File: src/rtl/tt_disp_pkg.sv
package tt_disp_pkg;
  typedef enum logic [1:0] {
    TS_SUSP = 2'b00,
    TS_RUN  = 2'b01,
    TS_PRE  = 2'b10
  } task_state_e;
endpackage

File: src/rtl/tt_sched_table.sv
module tt_sched_table #(
  parameter int TIME_W = 16,
  parameter int TASK_W = 3,
  parameter int DEPTH  = 16,
  parameter int AW     = $clog2(DEPTH),
  parameter int CNT_W  = $clog2(DEPTH + 1)
) (
  input  logic              clk,
  input  logic              rst_n,
  input  logic              enable,
  input  logic              cfg_we,
  input  logic [AW-1:0]     cfg_addr,
  input  logic [TIME_W-1:0] cfg_offset,
  input  logic [TASK_W-1:0] cfg_task,
  input  logic              cfg_len_we,
  input  logic [TIME_W-1:0] cfg_len,
  input  logic [CNT_W-1:0]  cfg_count,
  output logic              fire,
  output logic [TASK_W-1:0] fire_task
);
  logic [TIME_W-1:0] off_q [DEPTH];
  logic [TASK_W-1:0] tid_q [DEPTH];
  logic [TIME_W-1:0] len_q, tb_q, tb_d;
  logic [CNT_W-1:0]  cnt_q, idx_q, idx_d;
  logic              round_end;
  logic              cfg_ok;

  assign cfg_ok = !enable;

  // schedule storage: no reset, only entries below the count are read
  for (genvar g = 0; g < DEPTH; g++) begin : g_entry
    always_ff @(posedge clk) begin
      if (cfg_ok && cfg_we && (cfg_addr == AW'(g))) begin
        off_q[g] <= cfg_offset;
        tid_q[g] <= cfg_task;
      end
    end
  end

  assign fire      = enable && (idx_q < cnt_q) && (off_q[idx_q[AW-1:0]] == tb_q);
  assign fire_task = tid_q[idx_q[AW-1:0]];
  assign round_end = (tb_q == len_q - TIME_W'(1));

  always_comb begin
    tb_d  = tb_q;
    idx_d = idx_q;
    if (!enable) begin
      tb_d  = '0;
      idx_d = '0;
    end else if (round_end) begin
      tb_d  = '0;
      idx_d = '0;
    end else begin
      tb_d = tb_q + TIME_W'(1);
      if (fire) idx_d = idx_q + CNT_W'(1);
    end
  end

  always_ff @(posedge clk or negedge rst_n) begin
    if (!rst_n) begin
      len_q <= '0;
      cnt_q <= '0;
      tb_q  <= '0;
      idx_q <= '0;
    end else begin
      if (cfg_ok && cfg_len_we) begin
        len_q <= cfg_len;
        cnt_q <= cfg_count;
      end
      tb_q  <= tb_d;
      idx_q <= idx_d;
    end
  end
endmodule

File: src/rtl/tt_preempt_lifo.sv
module tt_preempt_lifo #(
  parameter int W     = 3,
  parameter int DEPTH = 4,
  parameter int PW    = $clog2(DEPTH),
  parameter int CW    = $clog2(DEPTH + 1)
) (
  input  logic         clk,
  input  logic         rst_n,
  input  logic         flush,
  input  logic         push,
  input  logic         pop,
  input  logic [W-1:0] din,
  output logic [W-1:0] top,
  output logic         empty,
  output logic         full
);
  logic [W-1:0]  mem_q [DEPTH];
  logic [CW-1:0] cnt_q, cnt_d;
  logic [PW-1:0] top_ptr;

  assign empty   = (cnt_q == '0);
  assign full    = (cnt_q == CW'(DEPTH));
  assign top_ptr = PW'(cnt_q - CW'(1));
  assign top     = mem_q[top_ptr];

  for (genvar g = 0; g < DEPTH; g++) begin : g_slot
    always_ff @(posedge clk) begin
      if (push && !full && !flush && (cnt_q == CW'(g))) mem_q[g] <= din;
    end
  end

  always_comb begin
    cnt_d = cnt_q;
    if (flush)               cnt_d = '0;
    else if (push && !full)  cnt_d = cnt_q + CW'(1);
    else if (pop && !empty)  cnt_d = cnt_q - CW'(1);
  end

  always_ff @(posedge clk or negedge rst_n) begin
    if (!rst_n) cnt_q <= '0;
    else        cnt_q <= cnt_d;
  end
endmodule

File: src/rtl/tt_dispatcher.sv
module tt_dispatcher
  import tt_disp_pkg::*;
#(
  parameter int NUM_TASKS   = 8,
  parameter int TASK_W      = $clog2(NUM_TASKS),
  parameter int TIME_W      = 16,
  parameter int TBL_DEPTH   = 16,
  parameter int TBL_AW      = $clog2(TBL_DEPTH),
  parameter int CNT_W       = $clog2(TBL_DEPTH + 1),
  parameter int STACK_DEPTH = 4
) (
  input  logic                   clk,
  input  logic                   rst_n,
  input  logic                   enable,
  input  logic                   cfg_we,
  input  logic [TBL_AW-1:0]      cfg_addr,
  input  logic [TIME_W-1:0]      cfg_offset,
  input  logic [TASK_W-1:0]      cfg_task,
  input  logic                   cfg_len_we,
  input  logic [TIME_W-1:0]      cfg_len,
  input  logic [CNT_W-1:0]       cfg_count,
  input  logic                   term_pulse,
  output logic                   run_valid,
  output logic [TASK_W-1:0]      run_task,
  output logic [2*NUM_TASKS-1:0] task_state,
  output logic                   preempt,
  output logic                   overrun
);
  logic              fire;
  logic [TASK_W-1:0] fire_task;
  logic [TASK_W-1:0] stk_top;
  logic              stk_empty, stk_full, stk_push, stk_pop;

  task_state_e       st_q [NUM_TASKS];
  task_state_e       st_d [NUM_TASKS];
  logic              rv_q, rv_d, pre_q, pre_d, ovr_q, ovr_d;
  logic [TASK_W-1:0] rt_q, rt_d;
  logic              clash, stk_block, accept, ovr_hit, done;

  tt_sched_table #(
    .TIME_W(TIME_W), .TASK_W(TASK_W), .DEPTH(TBL_DEPTH)
  ) u_table (
    .clk(clk), .rst_n(rst_n), .enable(enable),
    .cfg_we(cfg_we), .cfg_addr(cfg_addr), .cfg_offset(cfg_offset), .cfg_task(cfg_task),
    .cfg_len_we(cfg_len_we), .cfg_len(cfg_len), .cfg_count(cfg_count),
    .fire(fire), .fire_task(fire_task)
  );

  tt_preempt_lifo #(
    .W(TASK_W), .DEPTH(STACK_DEPTH)
  ) u_lifo (
    .clk(clk), .rst_n(rst_n), .flush(!enable), .push(stk_push), .pop(stk_pop),
    .din(rt_q), .top(stk_top), .empty(stk_empty), .full(stk_full)
  );

  // admission of the activation offered by the schedule this cycle
  assign done      = term_pulse && rv_q;
  assign clash     = fire && (((st_q[fire_task] == TS_RUN) && !term_pulse) ||
                              (st_q[fire_task] == TS_PRE));
  assign stk_block = fire && !clash && rv_q && !term_pulse && stk_full;
  assign accept    = fire && !clash && !stk_block;
  assign ovr_hit   = clash || stk_block;

  always_comb begin
    st_d     = st_q;
    rv_d     = rv_q;
    rt_d     = rt_q;
    pre_d    = 1'b0;
    ovr_d    = ovr_q | ovr_hit;
    stk_push = 1'b0;
    stk_pop  = 1'b0;
    if (!enable) begin
      for (int i = 0; i < NUM_TASKS; i++) st_d[i] = TS_SUSP;
      rv_d  = 1'b0;
      rt_d  = '0;
      ovr_d = 1'b0;
    end else if (accept) begin
      if (rv_q) begin
        if (term_pulse) begin
          st_d[rt_q] = TS_SUSP;
        end else begin
          st_d[rt_q] = TS_PRE;
          stk_push   = 1'b1;
          pre_d      = 1'b1;
        end
      end
      st_d[fire_task] = TS_RUN;
      rv_d = 1'b1;
      rt_d = fire_task;
    end else if (done) begin
      st_d[rt_q] = TS_SUSP;
      if (!stk_empty) begin
        stk_pop       = 1'b1;
        st_d[stk_top] = TS_RUN;
        rt_d          = stk_top;
      end else begin
        rv_d = 1'b0;
      end
    end
  end

  always_ff @(posedge clk or negedge rst_n) begin
    if (!rst_n) begin
      for (int i = 0; i < NUM_TASKS; i++) st_q[i] <= TS_SUSP;
      rv_q  <= 1'b0;
      rt_q  <= '0;
      pre_q <= 1'b0;
      ovr_q <= 1'b0;
    end else begin
      st_q  <= st_d;
      rv_q  <= rv_d;
      rt_q  <= rt_d;
      pre_q <= pre_d;
      ovr_q <= ovr_d;
    end
  end

  for (genvar g = 0; g < NUM_TASKS; g++) begin : g_state_out
    assign task_state[2*g+1:2*g] = st_q[g];
  end

  assign run_valid = rv_q;
  assign run_task  = rt_q;
  assign preempt   = pre_q;
  assign overrun   = ovr_q;
endmodule

File: config.mk
export PLATFORM = sky130hd
export DESIGN_NAME = tt_dispatcher
export DESIGN_NICKNAME = d
export VERILOG_FILES = /design/src/rtl/tt_disp_pkg.sv /design/src/rtl/tt_sched_table.sv /design/src/rtl/tt_preempt_lifo.sv /design/src/rtl/tt_dispatcher.sv
export SDC_FILE = /design/constraint.sdc
export NUM_CORES = 1
export LEC_CHECK = 0
export ABC_AREA = 1
export CORE_ASPECT_RATIO = 0.7
export CORE_MARGIN = 8
export CORE_UTILIZATION = 30
export DETAILED_ROUTE_END_ITERATION = 8
export SLEW_MARGIN = 25
export SYNTH_ARGS = -nofsm -noshare
export SYNTH_HDL_FRONTEND = slang
export SYNTH_HIERARCHICAL = 1
export SYNTH_SLANG_ARGS = --single-unit
File: constraint.sdc
create_clock -name clk -period 4.1 [get_ports clk]
set_input_delay 0.82 -clock clk [delete_from_list [all_inputs] [get_ports clk]]
set_output_delay 0.82 -clock clk [all_outputs]
set_load 0.005 [all_outputs]
==> metrics.cfg, run 1 <==
[outcome]
status = finished clean

[floorplan]
die_y_um = 221
placementRows = 75
dieArea_um2 = 68200
core_um2 = 59600
io_pins = 72
start_util_pct = 30.2
die_width_um = 309

[clocking]
cts_root_buffer = clkbuf_16
clock_latency_ns = 0.55
htreeDepth = 2
clk_pin_slew_ns = 0.06
clock_path_buffers = 3
cts_buffers = 38
cts_tree = built
cts_hold_repair.buffers = 0
clkSinkCount = 383

[timing]
postLayoutSetupSlackWorst_ns = 0.337
max_clock_freq_ghz = 0.266
slew_viol_final = 0
tns_ns = 0
post-route-period-util_pct = 91.8
rsz0062_at_grt = no
final-setup-viol-count = 0
finalHoldViolations = 0
worst_slew_pin_slew_ns = 0.860
max_slew_margin_pct = 42.6
whs_ns = 0.398
period_needed_ns = 3.76
fin_skew_ns = 0.0249

[worst_setup_path]
critPathKind = register to register
arrival_ns = 3.97
path_max_fanout = 79
start_kind = register
crit_required_ns = 4.30
crit_path_end_kind = register

[synth]
yosys.cell_count.top_type = nand2_1
ys_async_sr_fraction_pct = 17.5
synth_cells = 1828
synth_cell_types = 46
syn-num-nets = 1891
synth_top_area_cell = edfxtp_1
ys_seq_area_share_pct = 62.0
yosysWarnings = 6
synth_top_cell_area_share_pct = 52.7
synth_edf_count = 316
synth_common_cells = nand2_1 (443), edfxtp_1 (316), nand3_1 (202)
syn_area_um2 = 18000
synth-seq-cells = 383
synth_area_leaders = edfxtp_1 (53%), dfrtp_1 (9.3%), nand2_1 (9.2%), nand3_1 (5.6%), nor2_1 (4.2%)
ys.flop_type = edfxtp_1
syn_avg_cell_area_um2 = 9.84

[finish]
antennaDiodeCount = 0
area_growth_pct = 16.5
nets = 1954
layoutNonFillerInstCount = 2726
drive_gt1_share_pct = 8.34
fillers = 5891

[routing]
drtIter0Drc = 1168
drtPass1Iterations = 8
drt-total-wl_um = 47400
avgViaCountPerCell = 4.81
wl_per_cell_um = 17.4
vias = 13100
drc_errors = 0
ant_nets = 0

[global_route]
antenna_found_initial = 0
track_usage_pct = 13.6
grt.overflow.total = 0
grt_max_degree = 96
grt_pass1_wl_um = 74200
grt_pass1_vias = 12600

[placement]
post-place-ws_ns = 0.332
gp_congestion = 0.884
dpl.cell_count = 2659
dp_hpwl_um = 29400
portBuffers = 71

[min_path]
hp-class = primary input to async pin

[job]
cap_violations = 0

[power_and_ir_drop]
pwr_density_cell_nw_per_um2 = 410
peakVddDrop_uv = 295
p_total_uw = 8610
power.leakage_uw = 0.00818

==> power breakdown <==
part / leakage, uW / total, uW / internal (uW) / switching [uW]
combinational: 0.00388 / 710 / 263 / 446
clock: 0.000594 / 3480 / 2020 / 1460
sequential: 0.00371 / 4410 / 4320 / 94.6
==> cells by family after synthesis <==
group / after synthesis / synth area share [%]
compound gates: 171 / 5.53
xor+xnor: 37 / 1.80
fa+ha+maj: 13 / 0.904
buf+inv: 271 / 6.46
flops: 383 / 62.0
mux: 8 / 0.501
simple gates: 945 / 22.8
==> metrics by stage <==
step                      util (%)  instance area (um^2)
after CTS                     35.2                 21000
final                         35.2                 21000
after floorplan                  -                 18000
after global placement        33.1                 19700
after detailed placement      33.1                 19700
after global routing          35.2                 21000
==> registers in the layout, indices dropped and copies added (netlist names), 5 cells and up <==
| name | count |
|---|---|
| u_table/idx_q | 5 |
| task_state | 16 |
| u_table/off_q | 256 |
| u_table/len_q | 16 |
| u_table/cnt_q | 5 |
| u_table/tid_q | 48 |
| u_lifo/mem_q | 12 |
| u_table/tb_q | 16 |
==> repair_timing <==
| action | 4_1_cts | 5_1_grt |
|---|---|---|
| endpoints found under the hold margin | 0 | 0 |
| resized for setup | 0 | 2 |
| setup buffers | 0 | 0 |
| endpoints found under the setup margin | 0 | 3 |
==> layer usage <==
metal	routed length, um	GRT usage (%)	vias up	share of wire (%)
li1	-	-	6288	-
met1	21700	19.5	6365	46
met2	21500	21.3	383	45
met3	3300	2.74	72	7.0
met4	817	2.95	0	1.7
met5	0	0	-	0
==> cells in the final DEF, fill, tap and decap left out, types with 31 or more instances in the layout <==
master	n
dfrtp_1	65
nand2_1	442
clkdlybuf4s50_1	70
nor2_1	184
o21ai_1	31
nand3_1	201
clkbuf_16	39
o21ai_0	60
inv_1	169
edfxtp_1	316
==> worst paths after layout <==
kind	to	slack, ns	depth (start not counted)	startpoint
setup / recovery	u_lifo/mem_q[3][0]$_DFFE_PP_	0.34	19	u_table/idx_q[0]$_DFFE_PN0P_
hold / removal	u_table/len_q[0]$_DFFE_PN0P_	0.40	1	rst_n
setup reg to reg	u_lifo/mem_q[3][0]$_DFFE_PP_	0.34	19	u_table/idx_q[0]$_DFFE_PN0P_
hold reg to reg	task_state[8]$_DFFE_PN0P_	0.51	2	task_state[8]$_DFFE_PN0P_
max in group asynchronous	task_state[5]$_DFFE_PN0P_	2.89	2	rst_n
min in group clk	task_state[8]$_DFFE_PN0P_	0.51	2	task_state[8]$_DFFE_PN0P_
==> critical path, stage by stage, from the launching register on <==
cell and delay, ns:
dfrtp_4 0.52, buf_12 0.21, nor2_1 0.15, nor2_1 0.04, o21ai_1 0.07, nand3_1 0.12, nand3_1 0.15, nand2_1 0.07
nand2_1 0.06, nand2_1 0.05, nor2_1 0.21, nand2_1 0.16, nor2_4 0.16, nand3_2 0.14, inv_1 0.16, nand4_4 0.20
nor4_1 0.24, buf_4 0.19, nand3_1 0.16, nor2_1 0.29
==> final cells by class <==
cell class	count	area [um^2]	share of cell area, %
timing repair buffer	111	1140	5.45
multi-input combinational	1174	5720	27.3
clock buffer	50	1030	4.90
clock inverter	17	198	0.943
sequential	383	11200	53.3
inverter	183	708	3.38
tap	808	1010	4.82
(Power assumes the default switching activity.)
==> run 2: changes to the inputs <==
clock period = 4.87 ns   (was 4.1 ns; I/O delays follow)
==> run 2 against run 1 <==
  * Hold slack improved by 0.12 ns
  * Non-clock buffer count increased by 1
  * First-iteration DRC count increased by 31%
  * Sequential cell count unchanged
  * Register-to-register slack improved by 0.34 ns
  * Via count increased by 0.48%
  * Count of clock-buffer cells in the layout decreased by 7
  * Die area unchanged
  * Final area increased by 0.49%
  * Sequential power decreased by 16%
  * Critical path type unchanged
==> metrics.cfg, run 2 (synthesis results as in run 1) <==
[routing]
drtIter0Drc = 1532  ; was 1168
drt-total-wl_um = 47700  ; was 47400 um
vias = 13200  ; was 13.1k
avgViaCountPerCell = 4.82  ; was 4.81
drc_errors = 0  ; unchanged
drtPass1Iterations = 6  ; was 8
ant_nets = 0  ; unchanged
wl_per_cell_um = 17.5  ; was 17.4 um

[clocking]
cts_setup_buffers = 0  ; unchanged
clk_pin_slew_ns = 0.06  ; about the same
cts_hold_repair.buffers = 0  ; unchanged
cts_buffers = 38  ; unchanged
clock_latency_ns = 0.55  ; about the same
clock_path_buffers = 3  ; unchanged
cts_resized = 0  ; unchanged
htreeDepth = 2  ; unchanged
clkSinkCount = 383  ; unchanged
cts_root_buffer = clkbuf_16  ; unchanged
cts_tree = built  ; unchanged

[timing]
postLayoutSetupSlackWorst_ns = 0.675  ; was 0.337 ns
rsz0062_at_grt = no  ; unchanged
finalHoldViolations = 0  ; unchanged
post-route-period-util_pct = 86.1  ; was 91.8%
max_clock_freq_ghz = 0.238  ; was 0.266 GHz
period_needed_ns = 4.19  ; was 3.76 ns
whs_ns = 0.519  ; was 0.398 ns
tns_ns = 0  ; unchanged
fin_skew_ns = 0.0297  ; was 0.0249 ns
final-setup-viol-count = 0  ; unchanged
slew_viol_final = 0  ; unchanged
worst_slew_pin_slew_ns = 0.887  ; was 0.860 ns
max_slew_margin_pct = 40.9  ; was 42.6%

[worst_setup_path]
crit_path_end_kind = register  ; unchanged
arrival_ns = 4.41  ; was 3.97 ns
start_kind = register  ; unchanged
critPathKind = register to register  ; unchanged
path_max_fanout = 67  ; was 79
crit_required_ns = 5.08  ; was 4.30 ns

[power_and_ir_drop]
swShare_pct = 22.7  ; was 23.3%
peakVddDrop_uv = 191  ; was 295 uV
p_comb_share_pct = 7.8  ; was 8.2%
p_int_uw = 5920  ; was 6600 uW
power_frac_clock_pct = 43.6  ; was 40.5%
p_total_uw = 7650  ; was 8610 uW
power.leakage_uw = 0.00824  ; was 0.00818 uW
pwr_density_cell_nw_per_um2 = 363  ; was 410 nW/um^2
p_seq_share_pct = 48.6  ; was 51.3%
p_switching_uw = 1730  ; was 2000 uW

[min_path]
hp-class = register to register  ; was primary input to async pin

[floorplan]
core_um2 = 59600  ; unchanged
die_width_um = 309  ; unchanged
dieArea_um2 = 68200  ; unchanged
io_pins = 72  ; unchanged
placementRows = 75  ; unchanged
start_util_pct = 30.2  ; unchanged
die_y_um = 221  ; unchanged

[global_route]
antenna_found_initial = 0  ; unchanged
grt_max_degree = 108  ; was 96
grt_pass1_wl_um = 74000  ; was 74200 um
grt.overflow.total = 0  ; unchanged
track_usage_pct = 13.6  ; about the same
grt_pass1_vias = 12700  ; was 12.6k

[placement]
portBuffers = 71  ; unchanged
dpl.cell_count = 2660  ; was 2659
dp_hpwl_um = 29900  ; was 29400 um
post-place-ws_ns = 0.683  ; was 0.332 ns
gp_congestion = 0.859  ; was 0.884

[finish]
final_cell_mix = nand2_1 (442), edfxtp_1 (316), nand3_1 (202)  ; was nand2_1 (442), edfxtp_1 (316), nand3_1 (201)
layoutNonFillerInstCount = 2730  ; was 2726
drive_gt1_share_pct = 8.84  ; was 8.34%
nets = 1955  ; was 1954
area_growth_pct = 17.1  ; was 16.5%
largest_reg_flops = 256  ; unchanged
final_common_cell = nand2_1  ; unchanged
top_regs = u_table/off_q: 256 flops, u_table/tid_q: 48 flops  ; unchanged
top_register = u_table/off_q  ; unchanged
antennaDiodeCount = 0  ; unchanged

[outcome]
status = finished clean  ; unchanged

[job]
cap_violations = 0  ; unchanged

run 2: final cells by class:
class | count | area [um^2]
inverter | 183 | 708
clock inverter | 27 | 434
sequential | 383 | 11200
clock buffer | 43 | 991
timing repair buffer | 112 | 1050
tap | 808 | 1010
fill | 5838 | 38500
multi-input combinational | 1174 | 5710
run 2: layer usage:
layer	part of all wire [%]	vias up	wire, um	global-route usage (%)
met3	7.6	76	3640	2.78
met5	0	-	0	0
met2	45	449	21400	21.2
met4	1.9	0	927	3.38
li1	-	6294	-	-
met1	45	6352	21700	19.4
run 2: path summary, 6_finish.rpt:
| path | start | end | slack, ns | cells past startpoint |
|---|---|---|---|---|
| hold reg to reg | overrun$_DFF_PN0_ | overrun$_DFF_PN0_ | 0.52 | 2 |
| setup reg to reg | u_table/idx_q[0]$_DFFE_PN0P_ | u_lifo/mem_q[0][0]$_DFFE_PP_ | 0.68 | 15 |
| hold / removal | overrun$_DFF_PN0_ | overrun$_DFF_PN0_ | 0.52 | 2 |
| setup / recovery | u_table/idx_q[0]$_DFFE_PN0P_ | u_lifo/mem_q[0][0]$_DFFE_PP_ | 0.68 | 15 |
| max in group asynchronous | rst_n | task_state[0]$_DFFE_PN0P_ | 3.35 | 2 |
| min in group asynchronous | rst_n | u_table/len_q[6]$_DFFE_PN0P_ | 0.56 | 1 |
run 2: power groups by stage:
stage / combinational [uW] / sequential, uW / clock [uW]
final: 597 / 3710 / 3340
after global routing: 663 / 3720 / 3530
after CTS: 591 / 3710 / 3400
after detailed placement: 587 / 3780 / 0
after global placement: 585 / 3780 / 0
after floorplan: 357 / 3750 / 0
run 2: worst max-delay path, stage by stage, from the launching register on:
cell and delay (ns):
dfrtp_4 0.45, buf_4 0.56, o21ai_0 0.19, o22ai_1 0.23, o211ai_1 0.12, nand2_1 0.54
inv_4 0.19, nand3_1 0.14, nand2_1 0.07, nor2_1 0.15, nand2_2 0.10, nand2_4 0.09
nand4_4 0.09, nor4_1 0.45, nand3_1 0.23, nor2_1 0.26
run 2: per-stage QoR:
stage	instance area (um^2)	utilization, %
6_report	21100	35.4
5_1_grt	21100	35.4
4_1_cts	21100	35.4
3_5_place_dp	19600	33.0
3_3_place_gp	19600	33.0
2_1_floorplan	18000	-
